**config.mk**
```make
export PLATFORM = sky130hd
export DESIGN_NAME = atr_conv_top
export DESIGN_NICKNAME = d
export VERILOG_FILES = /design/src/rtl/atr_pkg.sv /design/src/rtl/atr_ts_classify.sv /design/src/rtl/atr_xform.sv /design/src/rtl/atr_parity.sv /design/src/rtl/atr_conv_top.sv
export SDC_FILE = /design/constraint.sdc
export NUM_CORES = 1
export LEC_CHECK = 0
export CAP_MARGIN = 0
export CORE_MARGIN = 1.5
export CORE_UTILIZATION = 39
export CTS_CLUSTER_DIAMETER = 30
export DETAILED_ROUTE_END_ITERATION = 10
export PLACE_DENSITY = 0.74
export SLEW_MARGIN = 20
export SYNTH_ARGS = -nofsm -noshare
export SYNTH_HDL_FRONTEND = slang
export SYNTH_HIERARCHICAL = 1
export SYNTH_SLANG_ARGS = --single-unit
```
**constraint.sdc**
```tcl
create_clock -name clk -period 1.7 [get_ports clk]
set_input_delay 0.34 -clock clk [delete_from_list [all_inputs] [get_ports clk]]
set_output_delay 0.34 -clock clk [all_outputs]
set_load 0.02 [all_outputs]
```
**src/rtl/atr_pkg.sv**
```systemverilog
// Package: shared types and helpers for the convention detector.
// Assumes characters are at most 32 bits wide.
package atr_pkg;

    // Convention state of the current session.
    typedef enum logic [1:0] {
        CONV_UNK = 2'd0,
        CONV_DIR = 2'd1,
        CONV_INV = 2'd2
    } conv_t;

    // Classification result for an initial character.
    typedef struct packed {
        logic is_dir;
        logic is_inv;
    } ts_class_t;

endpackage

```
**src/rtl/atr_ts_classify.sv**
```systemverilog
// Classifies a raw character against the direct and inverse initial
// patterns. Purely combinational; assumes both patterns differ.
module atr_ts_classify
    import atr_pkg::*;
#(
    parameter int          DATA_W     = 8,
    parameter logic [DATA_W-1:0] TS_DIRECT  = 8'h3B,
    parameter logic [DATA_W-1:0] TS_INVERSE = 8'h03
) (
    input  logic [DATA_W-1:0] raw,
    output ts_class_t         cls
);

    // Compare the raw pattern against both known initial characters.
    always_comb begin
        cls.is_dir = (raw == TS_DIRECT);
        cls.is_inv = (raw == TS_INVERSE);
    end

endmodule

```
**src/rtl/atr_xform.sv**
```systemverilog
// Bit transform: when inv_en is set each output bit is the complement of
// the mirrored input bit, otherwise data passes unchanged.
module atr_xform #(
    parameter int DATA_W = 8
) (
    input  logic              inv_en,
    input  logic [DATA_W-1:0] din,
    output logic [DATA_W-1:0] dout
);

    for (genvar i = 0; i < DATA_W; i++) begin : g_bit
        // Select mirrored-complemented or straight bit.
        always_comb begin
            dout[i] = inv_en ? ~din[DATA_W-1-i] : din[i];
        end
    end

endmodule

```
**src/rtl/atr_parity.sv**
```systemverilog
// Even-parity checker over data plus parity bit. In inverse convention
// the check is made on the complemented bits.
module atr_parity #(
    parameter int DATA_W = 8
) (
    input  logic              inv,
    input  logic [DATA_W-1:0] din,
    input  logic              par,
    output logic              err
);

    localparam int NBITS = DATA_W + 1;

    logic [NBITS-1:0] word;

    // Form the checked word in the active convention.
    always_comb begin
        word = inv ? ~{par, din} : {par, din};
    end

    // Odd count of ones is a failure.
    always_comb begin
        err = ^word;
    end

endmodule

```
**src/rtl/atr_conv_top.sv**
```systemverilog
// Convention detector and converter. The first accepted character after
// a session start selects the convention; all characters are rewritten
// and parity checked one clock after their strobe. Assumes no character
// arrives before the initial one is meant to. Synchronous active-low reset.
module atr_conv_top
    import atr_pkg::*;
#(
    parameter int          DATA_W     = 8,
    parameter logic [DATA_W-1:0] TS_DIRECT  = 8'h3B,
    parameter logic [DATA_W-1:0] TS_INVERSE = 8'h03
) (
    input  logic              clk,
    input  logic              rst_n,
    input  logic              sess_start,
    input  logic              rx_valid,
    input  logic [DATA_W-1:0] rx_data,
    input  logic              rx_par,
    input  logic              conv_en,
    input  logic              ts_chk_en,
    output logic              out_valid,
    output logic [DATA_W-1:0] out_data,
    output logic              conv_inv,
    output logic              par_err,
    output logic              brk_req,
    output logic              ts_invalid
);

    conv_t             state_q;
    ts_class_t         cls;
    logic              first_chr;
    logic              accept;
    logic              eff_inv;
    logic              perr_raw;
    logic              perr_flag;
    logic              brk_flag;
    logic [DATA_W-1:0] conv_data;
    logic              ts_inv_q;

    atr_ts_classify #(
        .DATA_W    (DATA_W),
        .TS_DIRECT (TS_DIRECT),
        .TS_INVERSE(TS_INVERSE)
    ) i_cls (
        .raw(rx_data),
        .cls(cls)
    );

    // Decide acceptance and the convention in force for this character.
    always_comb begin
        first_chr = (state_q == CONV_UNK);
        accept    = rx_valid && !sess_start;
        eff_inv   = first_chr ? cls.is_inv : (state_q == CONV_INV);
    end

    atr_xform #(.DATA_W(DATA_W)) i_xf (
        .inv_en(eff_inv && conv_en),
        .din   (rx_data),
        .dout  (conv_data)
    );

    atr_parity #(.DATA_W(DATA_W)) i_par (
        .inv(eff_inv),
        .din(rx_data),
        .par(rx_par),
        .err(perr_raw)
    );

    // Gate parity and break for the initial character.
    always_comb begin
        perr_flag = first_chr ? (perr_raw && ts_chk_en) : perr_raw;
        brk_flag  = first_chr && perr_raw && ts_chk_en;
    end

    // Convention state: cleared by session start, set by initial char.
    always_ff @(posedge clk) begin
        if (!rst_n || sess_start) begin
            state_q  <= CONV_UNK;
            ts_inv_q <= 1'b0;
        end else if (accept && first_chr) begin
            state_q  <= cls.is_inv ? CONV_INV : CONV_DIR;
            ts_inv_q <= !cls.is_inv && !cls.is_dir;
        end
    end

    // Output register stage: one clock after each accepted strobe.
    always_ff @(posedge clk) begin
        if (!rst_n) begin
            out_valid <= 1'b0;
            out_data  <= '0;
            par_err   <= 1'b0;
            brk_req   <= 1'b0;
        end else begin
            out_valid <= accept;
            par_err   <= accept && perr_flag;
            brk_req   <= accept && brk_flag;
            if (accept) begin
                out_data <= conv_data;
            end
        end
    end

    // Drive flag outputs from state.
    always_comb begin
        conv_inv   = (state_q == CONV_INV);
        ts_invalid = ts_inv_q;
    end

    // an accepted strobe produces a strobe one clock later.
    a_r8_latency: assert property (@(posedge clk) disable iff (!rst_n)
        (rx_valid && !sess_start) |=> out_valid);

    // no strobe without an accepted input the clock before.
    a_r8_no_spurious: assert property (@(posedge clk) disable iff (!rst_n)
        !rx_valid |=> !out_valid);

    // a character coinciding with session start is dropped.
    a_r9_sess_drop: assert property (@(posedge clk) disable iff (!rst_n)
        (rx_valid && sess_start) |=> !out_valid);

    // session start clears the convention flags.
    a_r1_sess_clear: assert property (@(posedge clk) disable iff (!rst_n)
        sess_start |=> (!conv_inv && !ts_invalid));

    // convention holds while no character or session start arrives.
    a_r2_conv_hold: assert property (@(posedge clk) disable iff (!rst_n)
        (!sess_start && !rx_valid) |=> $stable(conv_inv));

    // a break request always comes with a flagged character.
    a_r6_brk_with_err: assert property (@(posedge clk) disable iff (!rst_n)
        brk_req |-> (out_valid && par_err));

    // an invalid initial character leaves the convention direct.
    a_r7_invalid_direct: assert property (@(posedge clk) disable iff (!rst_n)
        ts_invalid |-> !conv_inv);

endmodule

```
Word level (Yosys, flattened, before mapping)

Index checks and enable logic that the tools add are counted.

Reduce and logical (&&, ||, !) cells: 16
Bitwise logic cells: 9
Equal/unequal tests: 3
Mux-type cells: 12

Operators with widths:

| operator                                                        | number |
|---|---|
| 1-bit 2-to-1 mux                                                | 10 |
| 1-bit logical AND                                               | 9 |
| 9-bit 2-to-1 mux                                                | 1 |
| 9-bit inverter                                                  | 1 |
| 9-bit parity                                                    | 1 |
| 8-bit by 2-bit == test with 1-bit output, second input constant | 1 |
| 8-bit by 6-bit == test with 1-bit output, second input constant | 1 |
| 1-bit inverter                                                  | 8 |
| 1-bit logical NOT                                               | 4 |
| 2-bit == test, second input constant                            | 1 |
| 2-bit logical NOT                                               | 1 |
| 2-bit 2-to-1 mux                                                | 1 |
| 1-bit logical OR                                                | 1 |

Bits in registers: 14
Bits of input ports: 15

Longest topological paths before layout

Word-level depth: 7
Gate-level depth with buffers: 10
Depth with buffers taken out: 9

Modules after synthesis

The synthesis kept the hierarchy.

By module, submodules not included:

| module          | area an instance (um2) | instances | cells each | seq. area each (um2) |
|---|---|---|---|---|
| atr_conv_top    | 531.8                  | 1         | 60         | 280.3 |
| atr_xform       | 126.4                  | 1         | 17         | 0.0 |
| atr_parity      | 91.3                   | 1         | 8          | 0.0 |
| atr_ts_classify | 42.5                   | 1         | 5          | 0.0 |

Worst setup path after synthesis

No wires, ideal clock.

Kind: input to register
Start point: in rx_data[4]
End point: reg out_data[4]
Stages: 9
Setup slack: -0.124 ns
Buffers on the path: 1
Arrival: 1.749 ns
Cells stage by stage: nor4b_1 and4b_1 nor2_1 nor2_1 and2_1 buf_6 mux2i_1 nand2_1 a21boi_0

RTL lines:

| element                | RTL line           | RTL |
|---|---|---|
| start: declaration     | atr_conv_top.sv:16 | `input logic [DATA_W-1:0] rx_data,` |
| end signal: assignment | atr_conv_top.sv:97 | `out_data <= conv_data;` |
| end: declaration       | atr_conv_top.sv:21 | `output logic [DATA_W-1:0] out_data,` |

==> flow_metrics.env <==
export IMPL_first_iter_violations=6
export IMPL_seqPwrFrac=0.464
export IMPL_violations="setup timing"
export IMPL_place_area_um2=1200
export IMPL_cts_hold_buf=0
export IMPL_cts_max_level=1
export IMPL_hpwl_mm=1.50
export IMPL_ys_flop_type="dfxtp_1"
export IMPL_ys_warn_count=6
export IMPL_synth_simple_gate_area_frac=0.265
export IMPL_root_buffer="clkbuf_4"
export IMPL_p_leak_uw=0.000591
export IMPL_dieHeight_um=48.1
export IMPL_cts_tree="built"
export IMPL_pwr_share_comb=0.296
export IMPL_min_path_cells=2
export IMPL_synthCells=90
export IMPL_fmaxAchievable_mhz=556
export IMPL_ir_drop_mv=0.446
export IMPL_rows=16
export IMPL_gp_congestion=0.809
export IMPL_grt_max_degree=12
export IMPL_fp_dieW_um=48.1
export IMPL_reg2reg_depth=6
export IMPL_fin_skew_ps=2.67
export IMPL_totalWireLength_mm=2.25
export IMPL_worstPathArrival_ps=2020
export IMPL_synth_edff_count=0
export IMPL_multi_input_area_um2=508
export IMPL_synth_top_family_by_area="simple AND/OR/NAND/NOR gates"
export IMPL_syn2layout_area_growth_pct=70.3
export IMPL_ys_seq_area_frac=0.354
export IMPL_max_cap_viol_count=0
export IMPL_crit_path_max_fanout=3
export IMPL_holdWs_ps=458
export IMPL_worstHoldEndpoint="out_data[3]$_SDFFE_PN0P_"
export IMPL_postRouteAntennaNets=0
export IMPL_synth_compound_area_frac=0.147
export IMPL_slew_violations=0
export IMPL_synth_xor_area_frac=0.115
export IMPL_path_clk_slew_ps=80
export IMPL_cp_required_ps=1920
export IMPL_hp_start="out_data[3]$_SDFFE_PN0P_"
export IMPL_clock_path_buffers=2
export IMPL_ys_seq_elements=14
export IMPL_place_inst=157
export IMPL_insertion_delay_ps=270
export IMPL_fin_area_um2=1350
export IMPL_synth_cell_area_um2=792
export IMPL_critPathLaunchType="input port"
export IMPL_yosys_area_share_adder=0
export IMPL_n_fill_cell=165
export IMPL_r2r_setup_slack_ps=180
export IMPL_ys_types=26
export IMPL_n_antenna_cell=0
export IMPL_overflow=0
export IMPL_drc_errors=0
export IMPL_synth_mux_area_frac=0.0632
export IMPL_core_um2=1940
export IMPL_first_pass_iters=4
export IMPL_fin_util=0.695
export IMPL_worst_setup_path_type="input port to flip-flop"
export IMPL_endpoint_kind="flip-flop"
export IMPL_track_usage=0.200
export IMPL_vias=843
export IMPL_slew_limit_headroom=0.797
export IMPL_async_flop_share=0
export IMPL_grt_pass1_wl_mm=3.15
export IMPL_fin_crit_sh=1.06
export IMPL_setup_viol=9
export IMPL_avgSynthCellArea_um2=8.80
export IMPL_hold_violations=0
export IMPL_total_power_uw=747
export IMPL_antenna_found_initial=0
export IMPL_timing_final_ws_setup_ps=-100
export IMPL_hold_path_class="flip-flop to flip-flop"
export IMPL_r2r_start="state_q[1]$_SDFFE_PP0P_"
export IMPL_final_cell_mix="28 x buf_4, 18 x clkdlybuf4s50_1, 16 x nand2_1, 14 x dfxtp_1, 8 x a21boi_1"
export IMPL_tightest_slew_ps=304
export IMPL_vias_per_cell=4.84
export IMPL_fin_crit_ps=1800
export IMPL_initial_core_util=0.408
export IMPL_p_sw_frac=0.270
export IMPL_io_pins=28
export IMPL_grt_pass1_vias=735
export IMPL_clockPowerShare=0.241
export IMPL_p_int_uw=546
export IMPL_rsz0062_at_grt="true"
export IMPL_cellPowerDensity_nw_per_um2=554
export IMPL_die_area_um2=2310
export IMPL_layout_commonest_cell="buf_4"
export IMPL_io_buffer_count=27
export IMPL_routedWlPerCell_um=12.9
export IMPL_nNetsFinal=164
export IMPL_drive_gt1_frac=0.381
export IMPL_outcome="finished, violations left"
export IMPL_cts_buffers_inserted=3
export IMPL_clock_sinks=14
export IMPL_timing_rr_end="brk_req$_SDFF_PN0_"
export IMPL_seqCellArea_um2=280
export IMPL_synth_nets=105
export IMPL_final_cells=174
export IMPL_power_switching_uw=202
[per-layer routing]
layer	vias up	wire length, µm	track usage
met5	-	0	0
met4	0	50	0.0324
met3	6	100	0.0642
met2	24	1170	0.365
met1	398	937	0.228
li1	415	-	-
[worst max-delay path by stage]
stage	to	cells after the start	from	slack [ps]
floorplan	out_data[4]$_SDFFE_PN0P_	9	rx_data[4]	-40
global placement	brk_req$_SDFF_PN0_	9	rx_data[4]	-570
detailed placement	out_data[6]$_SDFFE_PN0P_	9	rx_data[4]	-660
CTS	brk_req$_SDFF_PN0_	9	rx_data[4]	2
global route	brk_req$_SDFF_PN0_	9	rx_data[6]	-160
finish	brk_req$_SDFF_PN0_	9	rx_data[6]	-100
[through the flow]
step                TNS [ps]  setup slack [ps]
detailed placement     -6230              -664
global route           -1030              -156
global placement       -5100              -571
floorplan               -118             -44.2
CTS                        0              2.31
finish                  -313              -100
[cell families (layout without fill, tap and decap cells)]
kind of cell | Yosys count | after routing
compound gates | 15 | 15
xor+xnor | 8 | 8
buf+inv | 9 | 65
flops | 14 | 14
mux | 5 | 5
simple gates | 39 | 40
[registers in the layout (all words and copies together), names as in the netlist]
| name | flops |
|---|---|
| state_q | 2 |
| out_valid | 1 |
| par_err | 1 |
| out_data | 8 |
| ts_invalid | 1 |
| brk_req | 1 |
[final cells by class]
| cell class | instances | area share |
|---|---|---|
| clock buffers | 3 | 0.0167 |
| inverters | 6 | 0.0167 |
| multi-input cells | 68 | 0.377 |
| flip-flops and latches | 14 | 0.208 |
| well taps | 27 | 0.0250 |
| repair buffers | 56 | 0.357 |
[repair_timing]
action / in CTS / in global routing
gates resized for setup: 23 / 11
endpoints found under the setup margin: 11 / 11
buffers inserted: 12 / 2
pin swaps: 10 / 14
endpoints found under the hold margin: 0 / 0
cloned: 0 / 1
[critical path, stage by stage]
cell           delay [ps]
dlygate4sd2_1         260
nor2_2                140
and4b_1               280
nor2_2                 60
nor2_2                200
xnor2_1               160
xnor2_1               150
xnor2_1               180
and4_2                240
[synth_stat cells (2+ instances only)]
cell      count  share of area
xnor2_1       6          0.066
nand2b_1      2          0.016
a21oi_2       4          0.044
nor2b_1       2          0.016
inv_1         6          0.028
mux2i_1       5          0.063
nor2_1        8          0.038
dfxtp_1      14           0.35
nor2_2        4          0.032
nand2_1      16          0.076
a21boi_0      8          0.076
[power groups by stage]
stage | clock, µW | combinational [µW] | sequential [µW]
CTS | 186 | 212 | 347
finish | 180 | 221 | 347
floorplan | 0 | 83.0 | 371
global placement | 0 | 206 | 354
global route | 195 | 237 | 348
detailed placement | 0 | 209 | 355
Power figures use the tool's default switching activity.
